--- src/rtl/dtgen_pkg.sv ---
package dtgen_pkg;

    typedef enum logic [1:0] {
        DT_LOW  = 2'd0,
        DT_HOLD = 2'd1,
        DT_HIGH = 2'd2
    } dt_state_e;

endpackage

--- src/rtl/dtgen_route.sv ---
module dtgen_route #(
    parameter int DT_W = 8
) (
    input  logic            pair_en,
    input  logic [DT_W-1:0] dead_cnt,
    input  logic            pwm_even,
    input  logic            pwm_odd,
    output logic            req_even,
    output logic            req_odd,
    output logic [DT_W-1:0] dly_even,
    output logic [DT_W-1:0] dly_odd
);

    // Paired mode: both requests come from the even source and both
    // pins get the programmed dead time. Independent mode: each pin
    // follows its own source with no delay.
    always_comb begin
        req_even = pwm_even;
        if (pair_en) begin
            req_odd  = ~pwm_even;
            dly_even = dead_cnt;
            dly_odd  = dead_cnt;
        end else begin
            req_odd  = pwm_odd;
            dly_even = '0;
            dly_odd  = '0;
        end
    end

endmodule

--- src/rtl/dtgen_edge_delay.sv ---
module dtgen_edge_delay
    import dtgen_pkg::*;
#(
    parameter int DT_W = 8
) (
    input  logic            clk,
    input  logic            rst,
    input  logic            req,
    input  logic [DT_W-1:0] dly,
    output logic            pin
);

    dt_state_e       state_q, state_d;
    logic [DT_W-1:0] cnt_q, cnt_d;

    // state register
    always_ff @(posedge clk) begin
        if (rst) begin
            state_q <= DT_LOW;
            cnt_q   <= '0;
        end else begin
            state_q <= state_d;
            cnt_q   <= cnt_d;
        end
    end

    // next state: arm, fire, abort, release
    always_comb begin
        state_d = state_q;
        cnt_d   = cnt_q;
        unique case (state_q)
            DT_LOW: begin
                cnt_d = '0;
                if (req) begin
                    if (dly == '0) begin
                        state_d = DT_HIGH;            // fire
                    end else begin
                        state_d = DT_HOLD;            // arm
                        cnt_d   = DT_W'(1);
                    end
                end
            end
            DT_HOLD: begin
                if (!req) begin
                    state_d = DT_LOW;                 // abort
                    cnt_d   = '0;
                end else if (cnt_q >= dly) begin
                    state_d = DT_HIGH;                // fire
                    cnt_d   = '0;
                end else begin
                    cnt_d   = cnt_q + DT_W'(1);
                end
            end
            DT_HIGH: begin
                cnt_d = '0;
                if (!req) state_d = DT_LOW;           // release
            end
            default: begin
                state_d = DT_LOW;
                cnt_d   = '0;
            end
        endcase
    end

    // output decode
    always_comb begin
        pin = (state_q == DT_HIGH);
    end

    // a low request drops the pin at the very next edge
    a_r5_fall_now: assert property (@(posedge clk) disable iff (rst)
        !req |=> !pin);

    // arming with a nonzero dead time keeps the pin low one more cycle
    a_r4_rise_held: assert property (@(posedge clk) disable iff (rst)
        (!pin && req && dly != '0 && state_q == DT_LOW) |=> !pin);

    // the pin is never high unless the request was high at the edge before
    a_r7_no_phantom: assert property (@(posedge clk) disable iff (rst)
        $rose(pin) |-> $past(req));

endmodule

--- src/rtl/dtgen_pair.sv ---
module dtgen_pair #(
    parameter int DT_W = 8
) (
    input  logic            clk,
    input  logic            rst,
    input  logic            pair_en,
    input  logic [DT_W-1:0] dead_cnt,
    input  logic            pwm_even,
    input  logic            pwm_odd,
    output logic            pin_even,
    output logic            pin_odd
);

    localparam int NCH = 2;

    logic [NCH-1:0]  req;
    logic [DT_W-1:0] dly [NCH];
    logic [NCH-1:0]  pin;

    dtgen_route #(.DT_W(DT_W)) u_route (
        .pair_en  (pair_en),
        .dead_cnt (dead_cnt),
        .pwm_even (pwm_even),
        .pwm_odd  (pwm_odd),
        .req_even (req[0]),
        .req_odd  (req[1]),
        .dly_even (dly[0]),
        .dly_odd  (dly[1])
    );

    for (genvar g = 0; g < NCH; g++) begin : g_ch
        dtgen_edge_delay #(.DT_W(DT_W)) u_dly (
            .clk (clk),
            .rst (rst),
            .req (req[g]),
            .dly (dly[g]),
            .pin (pin[g])
        );
    end

    assign pin_even = pin[0];
    assign pin_odd  = pin[1];

    // reset clears both pins
    a_r1_reset_low: assert property (@(posedge clk)
        rst |=> (!pin_even && !pin_odd));

    // paired pins never overlap
    a_r8_no_overlap: assert property (@(posedge clk) disable iff (rst)
        pair_en |=> !(pin_even && pin_odd));

    // independent mode is a one-cycle copy of each source
    a_r2_indep_copy: assert property (@(posedge clk) disable iff (rst)
        !pair_en |=> (pin_even == $past(pwm_even) && pin_odd == $past(pwm_odd)));

    // when paired, the odd pin never rises while the even source was high
    a_r3_odd_from_even: assert property (@(posedge clk) disable iff (rst)
        (pair_en && pwm_even) |=> !pin_odd);

endmodule

--- config.mk ---
export PLATFORM = sky130hd
export DESIGN_NAME = dtgen_pair
export DESIGN_NICKNAME = d
export VERILOG_FILES = /design/src/rtl/dtgen_pkg.sv /design/src/rtl/dtgen_route.sv /design/src/rtl/dtgen_edge_delay.sv /design/src/rtl/dtgen_pair.sv
export SDC_FILE = /design/constraint.sdc
export NUM_CORES = 1
export LEC_CHECK = 0
export BUFFER_PORTS_ARGS = -buffer_cell sky130_fd_sc_hd__buf_2
export CORE_ASPECT_RATIO = 1.2
export CORE_MARGIN = 4
export CORE_UTILIZATION = 45
export DETAILED_ROUTE_END_ITERATION = 12
export GPL_TIMING_DRIVEN = 0
export PLACE_DENSITY_LB_ADDON = 0.12
export SLEW_MARGIN = 20
export SYNTH_ARGS = -nofsm -noshare
export SYNTH_HDL_FRONTEND = slang
export SYNTH_SLANG_ARGS = --single-unit
--- constraint.sdc ---
create_clock -name clk -period 2.02 [get_ports clk]
set_clock_uncertainty 0.1 [all_clocks]
set_input_delay 0.303 -clock clk [delete_from_list [all_inputs] [get_ports clk]]
set_output_delay 0.303 -clock clk [all_outputs]
set_load 0.01 [all_outputs]
Word-level counts from Yosys, hierarchy flattened
Index checks and enable logic that the tools add are counted.

word-level totals
  register bits = 20
  latch bits = 0
  bits in writable memories = 0
  memory bits (read-only) = 0
  output and inout port bits = 2
  memories kept = 0

cells by class
  add/subtract/negate cells = 2
  multiply operators = 0
  div/mod/pow operators = 0
  magnitude comparators = 2
  eq/ne operators = 10
  shift operators = 0
  multiplexer cells = 22
  bitwise operators = 1
  reductions and logical operators = 5

operators with widths
  operator                                                                number
  8-bit two-way mux                                                       7
  8-bit case mux with 2 select lines                                      2
  2-bit two-way mux                                                       9
  8-bit by 1-bit adder with 8-bit output (second input constant)          2
  8-bit greater-or-equal comparator                                       2
  2-bit case mux with 3 select lines                                      2
  8-bit zero test                                                         1
  2-bit != test (second input constant)                                   3
  3-bit AND reduction                                                     2
  2-bit by 1-bit equality test with 1-bit output (second input constant)  2
  2-bit equality test (second input constant)                             2
  2-bit zero test                                                         2
  3-bit by 2-bit != test with 1-bit output (second input constant)        1
  3-bit != test (second input constant)                                   1
  1-bit two-way mux                                                       2
  2-bit by 1-bit != test with 1-bit output (second input constant)        1
  1-bit inverter                                                          1

Logic depth before layout (Yosys ltp)
  depth after elaboration = 5
  gate-level depth with buffers = 9
  gate-level depth less buffers = 7

Hierarchy
A second synthesis with hierarchy kept.

unflattened totals
  cell total of the unflattened synthesis = 163
  area total of the unflattened synthesis = 1400.1 um2

by module, submodules not included
  module            times used  cells each  area an instance (um2)  sequential area each (um2)
  dtgen_edge_delay  2           72          634.4                   200.2
  dtgen_route       1           19          131.4                   0.0

Least setup slack after synthesis
No wires, ideal clock.

  path type = in2reg
  from = in pair_en
  to = reg g_ch[0].u_dly.state_q[1]
  library setup time = 0.116 ns
  arrival time = 1.998 ns
  slack = -0.194 ns
  stages on the path = 9
  cell sequence = buf_2 > and2_1 > ha_1 > nand2b_4 > a2111oi_4 > o21bai_1 > a41o_1 > buf_6 > a31o_2

between the ends
  longest elaborated chain between the ends = 5
  elaborated cells on any way between the ends = 8
  those cells by class = order compare (1); eq/ne (1); mux (4); reduce/logical (2)

ends and longest elaborated chain
  what                                                                       line                    text
  start: declaration                                                         dtgen_pair.sv:6         input logic pair_en,
  8-bit two-way mux (*)                                                      dtgen_route.sv:19       if (pair_en) begin
  branches (longest 4 deep; another with 8-bit greater-or-equal comparator)  -
  end signal: assignment                                                     dtgen_edge_delay.sv:22  state_q <= state_d;
  end: declaration                                                           dtgen_edge_delay.sv:13  dt_state_e state_q, state_d;

Mark *: on every way between the ends. The select of a mux whose other input is x is not followed.
A chain may end at the register's enable or synchronous reset.

Worst setup path after layout
  from = reg g_ch[0].u_dly.cnt_q[0]
  to = reg g_ch[0].u_dly.state_q[1]

between the ends
  longest elaborated chain between the ends = 3

ends and longest elaborated chain
  what                                                line                    text
  start: declaration                                  dtgen_edge_delay.sv:14  logic [DT_W-1:0] cnt_q, cnt_d;
  start signal: assignment                            dtgen_edge_delay.sv:23  cnt_q <= cnt_d;
  8-bit greater-or-equal comparator                   dtgen_edge_delay.sv:47  end else if (cnt_q >= dly) begin
  3-bit by 2-bit != test with 1-bit output (no line)  -
  3-bit AND reduction (no line)                       -

Every way passes these cells.

==> impl_results.md <==
* Status: finished, violations left
* Violated checks: setup timing
* Seq/Total Area, Yosys at 30.4%
* Reg2reg start: g_ch[0].u_dly.cnt_q[0]
* Latest clock arrival within the worst-skew pair at 0.30 ns
* DR pass1 iterations at 4
* Clock Sink Count at 20
* Async SR Flop Fraction at 0%
* N_diodes at 0
* Top cells by area, synth: dfxtp_1, ha_1, xor2_1, nand2_1, nor4_2
* Seq pwr share at 47.2%
* Clock power share at 37.7%
* Avg Vias per Cell at 5.59
* Met2 Resource Use GR at 29.0%
* Violation count after the first detailed-route iteration at 7
* Synth cell types at 44
* Die Span Y at 67.3 µm
* Clk root buf: clkbuf_4
* Global-route wire length before repair at 4620 µm
* Pwr Total at 0.000872 W
* Most used routing layer in global routing: met2
* Antenna viol nets, final at 0
* Drt drc at 0
* Synth area leader: dfxtp_1
* Total Routed Length at 2820 µm
* Tmin final at 2.05 ns
* Switching Share at 24.0%
* Buf/Inv on CP at 2
* Warnings, synthesis at 0
* CP Launch Type: flip-flop
* P_int at 0.000662 W
* Worst EP arrival at 2.16 ns
* Horiz. Die Dim at 57.4 µm
* Reg clk slew, reported paths at 0.12 ns
* Maximum vdd drop at 0.455 mV
* CP max FO at 5
* Crit-path max cell delay at 0.40 ns
* Max H-tree Level at 1
* Mapped Area at 1320 µm²
* Row cnt at 21
* Fin area at 1570 µm²
* Met1 usage at 16.8%
* Final Cycle Share at 102%
* CP delay by family, top: compound AO/OA/AOI/OAI gates
* CTS buffer count at 3
* CP Cell Sequence: inv_4, ha_4, nand2b_4, a2111oi_4, o21bai_1, a41o_1, buf_6, a31o_2
* Die ar. at 3860 µm²
* Total vias in the final route at 1068
* Core Region at 2810 µm²
* Worst path required time at 2.13 ns
* Largest net degree at the start of global routing at 13
* Critical-path top delay cell: dfxtp_4
* Synth Register Bits at 20
* Unrepaired setup endpoints after global routing: true
* Mapped Nets at 171
* Layout area overhead at 19.2%
* Post-synth top area share at 30.4%
* Post-CTS Setup Inserts at 0
* Hold_buf cts at 0
* Hold/Removal Path Class: primary input to flip-flop
* P_sw at 0.000209 W
* Hold-critical path endpoint: g_ch[1].u_dly.state_q[1]
* Initial antenna violation count at 0
* Dpl cells at 186
* Comb pwr share at 15.1%
* Fin cells at 191
* Met3 usage at 1.72%
* Power per cell area at 555 nW/µm²
* CTS tree: yes
* Reg2Reg Depth at 8
* R2R Path End: g_ch[0].u_dly.state_q[1]
* Slew headroom at 44.0%
* IO buf count at 12
* Final setup viols at 1
* Placed cell areas at 1430 µm²
* Post-synth EDFFs at 0
* Initial Util at 46.9%
* Max frequency at 0.487 GHz
* Hpwl dp at 2240 µm
* Max cap viols at 0
* Routability cong. at 0.799
* Vias in the first global route at 1052
* Hold path cells at 4
* Setup WS pre-CTS at -0.136 ns
* PnR worst setup slack at -0.0332 ns
* Crit Path Class: flip-flop to flip-flop
* Leakage power at 0.581 nW
* FF-to-FF setup slack at -0.03 ns
* Ports at 15
* Origin of the worst min-delay path: pwm_odd
* Avg Inst Size Synth at 9.41 µm²
* Pins over their slew limit at 0
* Overflow after GRT at 0
* Worst Max-Slew Pin Slew at 0.839 ns
* Crit. End Element: flip-flop
* WL per Instance at 14.8 µm
* WHS at 0.364 ns
* Main synth FF type: dfxtp_1
* Layout cells sized above 1 at 26.1%
* Syn Inst Count at 140
* Nets at 189
* Hold Fails Final Rpt at 0
* Total track usage at 15.3%
* Maximum clock insertion buffer count at 2
[what timing repair did]
item,4_1_cts,5_1_grt
setup endpoints to repair,12,18
gates resized for setup,3,16
pin swaps,0,14
gates cloned,0,1
[cells in the mapped netlist (all sizes together), types with 3 or more instances]
master and instances:
nand2 15, xor2 7, nor4 7, buf 3, xnor2 5, a21oi 3, nand3 8, nor3 3
ha 18, dfxtp 20, inv 4, nor2 11, o21ai 3
[layer usage]
layer,share of wire (%),wire length [µm],vias to the layer above
li1,-,-,544
met1,41,1170,505
met2,55,1550,13
met3,1.8,50,6
met4,2.0,57,0
met5,0,0,-
[state kept, by name, indices dropped and copies added (netlist names)]
signal and count:
g_ch.u_dly.cnt_q 16, g_ch.u_dly.state_q 4
[power groups by stage]
stage	logic, W	clock network [W]	registers [W]
after floorplan	0.0000860	0	0.000418
after global placement	0.000115	0	0.000420
after global routing	0.000146	0.000359	0.000414
after CTS	0.000119	0.000343	0.000411
final	0.000131	0.000329	0.000411
after detailed placement	0.000118	0	0.000421
[metrics by stage]
| stage | utilization [%] | TNS (ns) |
|---|---|---|
| after floorplan | - | -0.00112 |
| after global placement | 50.8 | -0.824 |
| after detailed placement | 50.8 | -1.34 |
| after CTS | 52.9 | -0.00724 |
| after global routing | 55.9 | -0.371 |
| final | 55.9 | -0.0332 |
[cells by family after synthesis]
group           after synthesis  share of synthesized area (%)
fa+ha+maj                    18                           17.1
mux                           1                          0.760
flops                        20                           30.4
simple gates                 61                           28.8
buf+inv                       9                           3.23
compound gates               19                           11.8
xor+xnor                     12                           7.98
[cell usage in the layout (no fill, tap or decap), types with 2 or more instances in the layout]
| master | count |
|---|---|
| dfxtp_1 | 18 |
| ha_1 | 17 |
| nand2_1 | 14 |
| buf_2 | 12 |
| nor2_1 | 11 |
| nand3_1 | 8 |
| xor2_1 | 7 |
| xnor2_1 | 5 |
| nor4_4 | 4 |
| buf_6 | 3 |
| inv_1 | 3 |
| a21oi_1 | 3 |
| clkbuf_4 | 3 |
| nor2b_1 | 2 |
| clkbuf_1 | 2 |
| o21a_1 | 2 |
| o21ai_0 | 2 |
| a31o_2 | 2 |
| nand3b_1 | 2 |
| nor4_1 | 2 |
| or4_1 | 2 |
| or3_1 | 2 |
| nor3_2 | 2 |
| dfxtp_4 | 2 |
[worst max path at each step]
stage | startpoint | to | cells past startpoint
3_3_place_gp | pair_en | g_ch[1].u_dly.state_q[1] | 8
3_5_place_dp | pair_en | g_ch[0].u_dly.state_q[1] | 9
2_1_floorplan | pair_en | g_ch[0].u_dly.state_q[1] | 9
4_1_cts | g_ch[0].u_dly.cnt_q[0] | g_ch[0].u_dly.state_q[1] | 8
6_report | g_ch[0].u_dly.cnt_q[0] | g_ch[0].u_dly.state_q[1] | 8
5_1_grt | g_ch[0].u_dly.cnt_q[0] | g_ch[0].u_dly.state_q[1] | 8
[final cells by class]
type	count	area, µm²
Buffer	5	33.8
Multi-Input combinational cell	111	945
Clock buffer	3	22.5
Tap cell	34	42.5
Clock inverter	1	30.0
Sequential cell	20	408
Timing Repair Buffer	13	71.3
Fill cell	257	1240
Inverter	4	17.5
[worst reg2reg max path: stages (launching register included)]
cell and delay (ns):
dfxtp_4 0.40, inv_4 0.04, ha_4 0.19, nand2b_4 0.14
a2111oi_4 0.34, o21bai_1 0.13, a41o_1 0.26, buf_6 0.16
a31o_2 0.20
No activity file was read; power rests on OpenSTA's default activity.
